## src/rtl/ct_pkg.sv

```systemverilog
package ct_pkg;
    typedef enum logic [1:0] {
        CT_IDLE = 2'd0,
        CT_RUN  = 2'd1,
        CT_HOLD = 2'd2,
        CT_WAIT = 2'd3
    } ct_state_t;

    localparam logic [3:0] CMD_TO_ON  = 4'hA;
    localparam logic [3:0] CMD_TO_OFF = 4'hC;
endpackage

```

## src/rtl/ct_preset_regs.sv

```systemverilog
module ct_preset_regs #(
    parameter int BYTE_W = 8,
    localparam int CNT_W = 2 * BYTE_W
) (
    input  logic              clk,
    input  logic              rst_n,
    input  logic              we_lo,
    input  logic              we_hi,
    input  logic [BYTE_W-1:0] wdata,
    output logic [CNT_W-1:0]  preset
);
    logic [BYTE_W-1:0] lo_q, hi_q;

    always_ff @(posedge clk) begin
        if (!rst_n) begin
            lo_q <= '0;
            hi_q <= '0;
        end else begin
            if (we_lo) lo_q <= wdata;
            if (we_hi) hi_q <= wdata;
        end
    end

    assign preset = {hi_q, lo_q};
endmodule

```

## src/rtl/ct_mode_ctrl.sv

```systemverilog
module ct_mode_ctrl #(
    parameter int N_CH   = 2,
    parameter int BYTE_W = 8
) (
    input  logic              clk,
    input  logic              rst_n,
    input  logic [N_CH-1:0]   cmd_we,
    input  logic [BYTE_W-1:0] cmd_data,
    input  logic [N_CH-1:0]   rx_load,
    output logic              to_on,
    output logic              arm,
    output logic              restart
);
    import ct_pkg::*;

    logic [N_CH-1:0] en_q;
    logic [N_CH-1:0] on_hit;
    logic [3:0]      nib;

    assign nib = cmd_data[BYTE_W-1 -: 4];

    for (genvar c = 0; c < N_CH; c++) begin : g_ch
        assign on_hit[c] = cmd_we[c] && (nib == CMD_TO_ON);
        always_ff @(posedge clk) begin
            if (!rst_n)
                en_q[c] <= 1'b0;
            else if (on_hit[c])
                en_q[c] <= 1'b1;
            else if (cmd_we[c] && (nib == CMD_TO_OFF))
                en_q[c] <= 1'b0;
        end
    end

    assign to_on   = |en_q;
    assign arm     = |on_hit;
    assign restart = |(rx_load & en_q);
endmodule

```

## src/rtl/rx_timeout_counter.sv

```systemverilog
module rx_timeout_counter #(
    parameter int BYTE_W = 8,
    parameter int N_CH   = 2,
    localparam int CNT_W = 2 * BYTE_W
) (
    input  logic              clk,
    input  logic              rst_n,
    input  logic              ct_tick,
    input  logic              preset_we_lo,
    input  logic              preset_we_hi,
    input  logic [BYTE_W-1:0] wr_data,
    input  logic [N_CH-1:0]   cmd_we,
    input  logic [BYTE_W-1:0] cmd_data,
    input  logic              start_cmd,
    input  logic              stop_cmd,
    input  logic              rd_sel,
    output logic [BYTE_W-1:0] rd_data,
    input  logic [N_CH-1:0]   rx_load,
    input  logic              irq_mask,
    output logic              ready,
    output logic              irq,
    output logic              ct_out
);
    import ct_pkg::*;

    ct_state_t        st_q, st_d;
    logic [CNT_W-1:0] preset, cnt_q;
    logic             to_on, arm, restart;
    logic             expired_q, ready_q, out_q;
    logic             do_load, do_dec, clr_ready, hit;

    ct_preset_regs #(.BYTE_W(BYTE_W)) u_preset (
        .clk(clk), .rst_n(rst_n), .we_lo(preset_we_lo), .we_hi(preset_we_hi),
        .wdata(wr_data), .preset(preset)
    );

    ct_mode_ctrl #(.N_CH(N_CH), .BYTE_W(BYTE_W)) u_mode (
        .clk(clk), .rst_n(rst_n), .cmd_we(cmd_we), .cmd_data(cmd_data),
        .rx_load(rx_load), .to_on(to_on), .arm(arm), .restart(restart)
    );

    // Next-state logic
    always_comb begin
        st_d = st_q;
        if (arm) begin
            st_d = CT_WAIT;
        end else if (to_on) begin
            if (restart)
                st_d = CT_HOLD;
            else if (st_q == CT_HOLD && ct_tick)
                st_d = CT_RUN;
        end else begin
            if (stop_cmd)
                st_d = CT_IDLE;
            else if (start_cmd)
                st_d = CT_RUN;
            else begin
                unique case (st_q)
                    CT_HOLD, CT_WAIT: st_d = CT_IDLE;
                    default:          st_d = st_q;
                endcase
            end
        end
    end

    // State register
    always_ff @(posedge clk) begin
        if (!rst_n) st_q <= CT_IDLE;
        else        st_q <= st_d;
    end

    // Datapath controls
    always_comb begin
        do_load   = !arm && (to_on ? (!restart && st_q == CT_HOLD && ct_tick)
                                   : (!stop_cmd && start_cmd));
        do_dec    = !arm && !do_load && st_q == CT_RUN && ct_tick &&
                    (to_on ? !restart : !stop_cmd);
        clr_ready = arm || (to_on && restart) || (!to_on && stop_cmd);
        hit       = do_dec && (cnt_q == CNT_W'(1)) && !expired_q;
    end

    // Outputs and count
    always_ff @(posedge clk) begin
        if (!rst_n) begin
            cnt_q     <= '0;
            expired_q <= 1'b0;
            ready_q   <= 1'b0;
            out_q     <= 1'b1;
        end else begin
            if (do_load) begin
                cnt_q     <= preset;
                expired_q <= 1'b0;
                out_q     <= 1'b1;
            end else if (do_dec) begin
                cnt_q <= cnt_q - CNT_W'(1);
            end
            if (hit) begin
                expired_q <= 1'b1;
                out_q     <= 1'b0;
                ready_q   <= 1'b1;
            end else if (clr_ready) begin
                ready_q <= 1'b0;
            end
        end
    end

    assign ready   = ready_q;
    assign irq     = ready_q & irq_mask;
    assign ct_out  = out_q;
    assign rd_data = rd_sel ? cnt_q[CNT_W-1:BYTE_W] : cnt_q[BYTE_W-1:0];
endmodule

```

## config.mk

```make
export PLATFORM = sky130hd
export DESIGN_NAME = rx_timeout_counter
export DESIGN_NICKNAME = d
export VERILOG_FILES = /design/src/rtl/ct_pkg.sv /design/src/rtl/ct_preset_regs.sv /design/src/rtl/ct_mode_ctrl.sv /design/src/rtl/rx_timeout_counter.sv
export SDC_FILE = /design/constraint.sdc
export NUM_CORES = 1
export LEC_CHECK = 0
export ABC_AREA = 1
export BUFFER_PORTS_ARGS = -buffer_cell sky130_fd_sc_hd__buf_4
export CORE_MARGIN = 2
export CORE_UTILIZATION = 55
export CTS_BUF_LIST = sky130_fd_sc_hd__clkbuf_16
export DETAILED_ROUTE_END_ITERATION = 8
export PLACE_DENSITY = 0.9
export SYNTH_ARGS = -nofsm -noshare
export SYNTH_HDL_FRONTEND = slang
export SYNTH_SLANG_ARGS = --single-unit
```

## constraint.sdc

```tcl
create_clock -name clk -period 4.3 [get_ports clk]
set_clock_uncertainty 0.2 [all_clocks]
set_input_delay 1.29 -clock clk [delete_from_list [all_inputs] [get_ports clk]]
set_output_delay 1.29 -clock clk [all_outputs]
set_load 0.005 [all_outputs]
```

==> impl_metrics.toml, run 1 <==
[run_status]
status = "completed"

[pwr]
seqPwrFrac = 0.399
combinationalPowerShare = 0.249
peakVddDrop_mv = 0.2951
netSwitchingPower_w = 0.0003237
p_int_w = 0.0006944
power_density_mw_per_mm2 = 381.5
p_clk_frac = 0.352
swShare = 0.3179
static-leakage-power_nw = 1.247

[worst_hold_path]
min_path_cells = 2
hold_end = "u_preset.lo_q[4]"
hold_path_class = "reg2reg"
min_from = "u_preset.lo_q[4]"

[critical_path]
critPathKind = "in2out"
cp-start-kind = "primary input"
worst-r2r-cell-count = 11
crit_arrival_ns = 1.82
endpoint_kind = "output pin"
required_ns = 2.81
crit_fanout = 16
worstReg2RegEnd = "cnt_q[10]"
ff2ff_setup_slack_ns = 2.27
worstReg2RegStart = "cnt_q[0]"

[synthesis]
yosys.area.top_type = "dfxtp_1"
syn_area_sq_mm = 0.002236
syn-mean-instance-area_sq_um = 6.462
synth.distinct_cells = 32
synth_warnings = 0
yosysTopAreaCellShare = 0.3492
synth_seq_cells = 39
ys_seq_area_frac = 0.3492
syn_nets = 377
synth_cells = 346
synthTopCellsByArea = "dfxtp_1 35%, nand2_1 14%, nor2_1 13%"

[cells_and_area]
areaGrowthSynthToFinish_pct = 19.36
num_antenna_cells = 0
nNetsFinal = 413
final_common_cell = "nand2_1"
drive_gt1_frac = 0.1802
final_cell_mix = "84 x nand2_1, 78 x nor2_1, 39 x dfxtp_1"

[detailed_routing]
ant_nets = 0
drtIter0Drc = 175
drc = 0
dr_total_vias = 2264
wl_microns = 5389
viasPerCell = 5.229
drt_pre_antenna_iters = 4
wire_per_inst_microns = 12.45

[global_route]
first_global_vias = 2110
grt_max_degree = 25
grt_pass1_wl_microns = 9108
grt-ovfl-total = 0
antenna_found_initial = 0
grt_use_total = 0.2614

[floorplanning]
die_h_microns = 67.76
ios = 40
die_w_microns = 67.76
rows = 23
initial_core_util = 0.5671
die_area_sq_mm = 0.004591
coreArea_sq_mm = 0.003943

[cts]
cts_hold_buf = 0
htree_levels = 2
ctsResizeCount = 0
cts_setup_buffers = 0
cts.sinks = 39
cts_root_buf = "clkbuf_16"
cts_made_buffers = 5
clk-insertion-delay-late_ns = 0.28
cts_buffer_depth = 2
clk_pin_slew_ns = 0.06
cts_tree = "yes"

[timing]
min_period_ns = 3.307
setup_viol = 0
period_share = 0.7691
finalSetupTns_ns = 0
fmax_mhz = 302.4
setup_ws_ns = 0.9930
drv_slew = 0
worst_pin_slew_ns = 0.5778
finalHoldViolCount = 0
maxSlewHeadroom = 0.6144
grt_setup_unrepaired = "false"

[placement]
place.gp.congestion = 0.9112
hpwl_microns = 3828
io_buffers = 35
place_ws_ns = 1.006

[flow_run]
cap_violations = 0
-- flip-flops by register name, indices dropped and copies added, names as in the netlist --
signal	flops
u_preset.hi_q	8
ready	1
cnt_q	16
ct_out	1
u_preset.lo_q	8
expired_q	1
u_mode.en_q	2
st_q	2
-- metal layers --
| layer | global-route usage | up-vias | share of wire | wire, microns |
|---|---|---|---|---|
| met1 | 0.3196 | 1014 | 0.42 | 2263 |
| met3 | 0.06833 | 6 | 0.071 | 382 |
| li1 | - | 1164 | - | - |
| met2 | 0.4412 | 80 | 0.50 | 2681 |
| met5 | 0 | - | 0 | 0 |
| met4 | 0.09184 | 0 | 0.011 | 61 |
-- Yosys cell counts --
master	n
buf_6	2
nand3_4	1
nor3_2	1
o21ai_0	31
nand2_4	2
nor2_8	2
clkbuf_1	3
nand4_1	2
o211ai_4	1
nand4_2	2
nor2_2	3
clkinv_1	2
or2_2	1
nand2_1	84
xnor2_1	1
nor3_1	1
o32ai_1	1
a21oi_1	13
nand3_2	1
nor4_1	1
nand3_1	18
dfxtp_1	39
ha_1	2
buf_1	1
xor2_1	5
nor2_1	78
o21ai_1	4
a31oi_1	2
inv_2	6
inv_1	30
nor2_4	1
nand2_2	5
-- metrics by stage --
step	hold WS, ns	total power, W	cell area (sq um)	instances	util
CTS	0.2668	0.001017	2669	433	0.6769
finish	0.2660	0.001018	2669	433	0.6769
global placement	0.2532	0.0006496	2524	425	0.6401
floorplan	0.2337	0.0005894	2236	346	-
detailed placement	0.2578	0.0006572	2524	425	0.6401
global route	0.2807	0.001077	2669	433	0.6769
-- logic make-up (layout without fill, tap and decap cells) --
family          count (synthesis)  count (layout)  synth area share
fa+ha+maj                       2               2           0.01119
simple gates                  203             203            0.4091
flops                          39              39            0.3492
xor+xnor                        6               6           0.02350
buf+inv                        44              81           0.08058
compound gates                 52              52            0.1265
-- area by class of cell --
type / instances / area (sq um)
well taps: 50 / 62.56
multi-input cells: 263 / 1275
flip-flops and latches: 39 / 780.7
repair buffers: 35 / 262.8
clock inverters: 3 / 20.02
inverters: 38 / 142.6
fillers: 326 / 1274
clock buffers: 5 / 125.1
-- power by group through the flow --
stage                     Sequential (W)  Clock [W]  Combinational, W
after floorplan                 0.000407          0          0.000182
after global placement          0.000412          0          0.000237
after detailed placement        0.000413          0          0.000244
after CTS                       0.000405   0.000362          0.000250
after global routing            0.000409   0.000380          0.000288
final                           0.000406   0.000359          0.000254
-- critical path: stages --
cell and delay [ns]:
buf_4 0.16, o21ai_0 0.22, buf_4 0.15
-- how the worst max path moves through the flow --
stage	startpoint	end
5_1_grt	rd_sel	rd_data[4]
4_1_cts	rd_sel	rd_data[4]
3_3_place_gp	rd_sel	rd_data[4]
2_1_floorplan	rd_sel	rd_data[0]
3_5_place_dp	rd_sel	rd_data[4]
6_report	rd_sel	rd_data[4]
No activity file was read; power rests on OpenSTA's default activity.
==> inputs of run 2 (changes only) <==
CORE_UTILIZATION = 50   (was 55)
PLACE_DENSITY = 0.87   (was 0.9)
clock period = 2.8 ns   (was 4.3 ns; I/O delays follow)
==> run 2 against run 1 <==
- die area up 9.4%
- power up 72%
- register-to-register slack worse by 1.4 ns
- cell area up 1.9%
- flip-flop and latch count unchanged
- count of clock-buffer cells in the layout unchanged
- final cell count up 0.46%
- highest routed layer unchanged
- routed wire length up 0.71%
- global-route usage down 2.4 points
- largest power group is now the clock network
- largest cell class unchanged
- critical path type unchanged
==> impl_metrics.toml, run 2 (synthesized netlist as in run 1, its figures left out) <==
[run_status]
status = "completed"

[global_route]
grt_use_total = 0.2373
antenna_found_initial = 0
grt_pass1_wl_microns = 9611
grt-ovfl-total = 0
first_global_vias = 2205
grt_max_degree = 25

[placement]
dp_cells = 427
hpwl_microns = 3895
io_buffers = 35
place.gp.congestion = 0.8893

[timing]
finalHoldViolCount = 0
holdWs_ns = 0.2646
setup_viol = 0
maxSlewHeadroom = 0.6305
finalSetupTns_ns = 0
grt_setup_unrepaired = "false"
fmax_mhz = 403.5
worst_pin_slew_ns = 0.5537
min_period_ns = 2.478
drv_slew = 0
period_share = 0.8852

[critical_path]
required_ns = 1.76
cp-start-kind = "primary input"
crit_arrival_ns = 1.44
critPathKind = "in2out"
endpoint_kind = "output pin"
crit_fanout = 16

[detailed_routing]
wire_per_inst_microns = 12.48
wl_microns = 5427
drtIter0Drc = 186
drt_pre_antenna_iters = 5
viasPerCell = 5.345
dr_total_vias = 2325
drc = 0
ant_nets = 0

[pwr]
netSwitchingPower_w = 0.0005032
p_int_w = 0.001249
power_density_mw_per_mm2 = 644.5
seqPwrFrac = 0.356
p_clk_frac = 0.422
combinationalPowerShare = 0.222
swShare = 0.2872
peakVddDrop_mv = 0.3989
static-leakage-power_nw = 1.271

[floorplanning]
ios = 40
die_h_microns = 70.87
rows = 24
initial_core_util = 0.5171
die_area_sq_mm = 0.005023
coreArea_sq_mm = 0.004324
die_w_microns = 70.87

[cells_and_area]
top_regs = "cnt_q: 16 flops, u_preset.hi_q: 8 flops, u_preset.lo_q: 8 flops"
instances_no_fill = 435
fillers = 407
num_antenna_cells = 0
final_cell_mix = "84 x nand2_1, 78 x nor2_1, 39 x dfxtp_1"
areaGrowthSynthToFinish_pct = 21.60
drive_gt1_frac = 0.1802
final_common_cell = "nand2_1"
nNetsFinal = 413
largest_register = "cnt_q"
largest_reg_flops = 16

[cts]
cts_made_buffers = 5
clk-insertion-delay-late_ns = 0.28
cts_tree = "yes"
ctsResizeCount = 0
cts_root_buf = "clkbuf_16"
cts_buffer_depth = 2
cts_setup_buffers = 0
cts.sinks = 39
cts_hold_buf = 0
clk_pin_slew_ns = 0.06
htree_levels = 2

[flow_run]
cap_violations = 0

[worst_hold_path]
hold_path_class = "reg2reg"
## run 2: per-stage QoR
| stage | instance area (sq um) | power (W) | worst slack [ns] | util |
|---|---|---|---|---|
| floorplan | 2236 | 0.0009052 | 0.5246 | - |
| global placement | 2526 | 0.0009972 | 0.3751 | 0.5842 |
| detailed placement | 2526 | 0.001010 | 0.3783 | 0.5842 |
| CTS | 2719 | 0.001751 | 0.3240 | 0.6288 |
| global route | 2719 | 0.001849 | 0.2846 | 0.6288 |
| finish | 2719 | 0.001752 | 0.3216 | 0.6288 |
## run 2: layout make-up
cell class | count | area [sq um] | share of cell area
sequential | 39 | 780.7 | 0.2872
clock buffer | 5 | 125.1 | 0.04602
multi-input combinational | 263 | 1275 | 0.4689
tap | 52 | 65.06 | 0.02393
timing repair buffer | 35 | 262.8 | 0.09664
clock inverter | 3 | 67.56 | 0.02485
inverter | 38 | 142.6 | 0.05246
## run 2: path summary, 6_finish.rpt
check                    from  depth (start not counted)  slack, ns               end
min reg2reg  u_preset.lo_q[4]                          2       0.26  u_preset.lo_q[4]
min          u_preset.lo_q[4]                          2       0.26  u_preset.lo_q[4]
max                    rd_sel                          3       0.32        rd_data[3]
max reg2reg          cnt_q[0]                         11       0.83         cnt_q[10]
## run 2: power groups by stage
stage	clock, W	sequential [W]	combinational, W
2_1_floorplan	0	0.000625	0.000280
3_3_place_gp	0	0.000633	0.000364
3_5_place_dp	0	0.000634	0.000376
4_1_cts	0.000745	0.000623	0.000383
5_1_grt	0.000775	0.000628	0.000446
6_report	0.000740	0.000624	0.000388
## run 2: layer usage
metal	vias to the layer above	global-route usage	part of all wire	wire (microns)
met5	-	0	0	0
met4	0	0.1006	0.023	126
met3	15	0.06553	0.062	335
met2	79	0.3821	0.47	2573
met1	1066	0.2993	0.44	2392
li1	1165	-	-	-
## run 2: critical path: stages
cell and delay (ns):
buf_4 0.16, o21ai_0 0.27, buf_4 0.17
==> inputs of run 3 (changes only) <==
CORE_ASPECT_RATIO = 0.75   (was default)
PLACE_DENSITY = 0.85   (was 0.87)
SETUP_SLACK_MARGIN = 0.15   (was default)
==> run 3 against run 2 <==
- die area up 0.11%
- sequential power about the same
- non-clock buffer count unchanged
- utilization down 1.9 points
- power down 12%
- combinational power down 1%
- final cell count up 1.1%
- clock power down 27%
- fmax up 5.4%
- hold slack better by 0.035 ns
==> impl_metrics.toml, run 3 (synthesized netlist as in run 1, its figures left out) <==
[run_status]
status = "completed"

[detailed_routing]
drc = 0
wl_microns = 5269
ant_nets = 0
dr_total_vias = 2262
viasPerCell = 5.141
drtIter0Drc = 169
drt_pre_antenna_iters = 5
wire_per_inst_microns = 11.98

[timing]
fmax_mhz = 425.4
min_period_ns = 2.351
maxSlewHeadroom = 0.6361
grt_setup_unrepaired = "false"
drv_slew = 0
finalHoldViolCount = 0
worst_pin_slew_ns = 0.5453
finalSetupTns_ns = 0
holdWs_ns = 0.2993
setup_viol = 0
period_share = 0.8396

[critical_path]
worst-r2r-cell-count = 11
required_ns = 1.76
crit_arrival_ns = 1.31
critPathKind = "in2out"
crit_fanout = 16
endpoint_kind = "output pin"
cp-start-kind = "primary input"

[floorplanning]
coreArea_sq_mm = 0.004388
die_w_microns = 81.22
ios = 40
die_area_sq_mm = 0.005028
die_h_microns = 61.91
initial_core_util = 0.5096
rows = 21

[cells_and_area]
largest_reg_flops = 16
nNetsFinal = 413
seqCellArea_sq_um = 780.7
final_common_cell = "nand2_1"
fillers = 391
multi_input_area_sq_mm = 0.001275
drive_gt1_frac = 0.1775
largest_register = "cnt_q"
final_cell_mix = "84 x nand2_1, 78 x nor2_1, 39 x dfxtp_1"
num_antenna_cells = 0
finish.instance_area_sq_mm = 0.002674
areaGrowthSynthToFinish_pct = 19.59
top_regs = "cnt_q: 16 flops, u_preset.hi_q: 8 flops, u_preset.lo_q: 8 flops"

[placement]
hpwl_microns = 3848
io_buffers = 35
place_area_sq_mm = 0.002532
place.gp.congestion = 0.8745

[global_route]
grt_use_total = 0.2423
busiest_layer = "met2"
first_global_vias = 2061
grt-ovfl-total = 0
antenna_found_initial = 0
grt_use_met1 = 0.3151
grt_util_met3 = 0.06792
grt_pass1_wl_microns = 9259
grt_max_degree = 25
grtUsageMet2 = 0.3955

[pwr]
peakVddDrop_mv = 0.4380
static-leakage-power_nw = 1.252
power_density_mw_per_mm2 = 579.4

[cts]
cts_setup_buffers = 0
clk_pin_slew_ns = 0.05
cts_made_buffers = 5
clk-insertion-delay-late_ns = 0.28
cts.sinks = 39
cts_hold_buf = 0
cts_tree = "yes"
htree_levels = 2
cts_buffer_depth = 2
cts_root_buf = "clkbuf_16"
ctsResizeCount = 0

[worst_hold_path]
hold_path_class = "reg2reg"
min_path_cells = 2

[flow_run]
cap_violations = 0
[run 3: per-stage QoR]
stage	worst slack [ns]	power (W)	cells	util
after floorplan	0.5246	0.0009052	346	-
after global placement	0.4590	0.0009976	432	0.5771
after detailed placement	0.4426	0.001008	432	0.5771
after CTS	0.4435	0.001554	440	0.6094
after global routing	0.3438	0.001642	440	0.6094
final	0.4490	0.001549	440	0.6094
[run 3: worst max-delay path, cell delays in order]
cell     delay, ns
buf_4         0.16
o21ai_0       0.18
buf_4         0.13
[run 3: final timing paths]
kind	from	to	slack, ns
max	rd_sel	rd_data[7]	0.45
min reg2reg	u_preset.lo_q[1]	u_preset.lo_q[1]	0.30
min	u_preset.lo_q[1]	u_preset.lo_q[1]	0.30
max reg2reg	cnt_q[0]	cnt_q[10]	0.82
[run 3: final cells by class]
type / count / share of cell area
multi-input cells: 263 / 0.4768
inverters: 38 / 0.05335
clock inverters: 3 / 0.006083
flip-flops and latches: 39 / 0.2920
clock buffers: 5 / 0.04679
well taps: 57 / 0.02667
repair buffers: 35 / 0.09827
[run 3: report_power, final]
group	total (W)	internal (W)	leakage (nW)	switching [W]
sequential	0.000624	0.000593	0.321	0.0000307
clock	0.000542	0.000324	0.0710	0.000217
combinational	0.000384	0.000146	0.860	0.000238
total	0.00155	0.00106	1.25	0.000486
[run 3: layer usage]
metal	vias up	wire length [microns]
met1	992	2466
met2	91	2271
met4	0	91
li1	1167	-
met3	12	440
met5	-	0
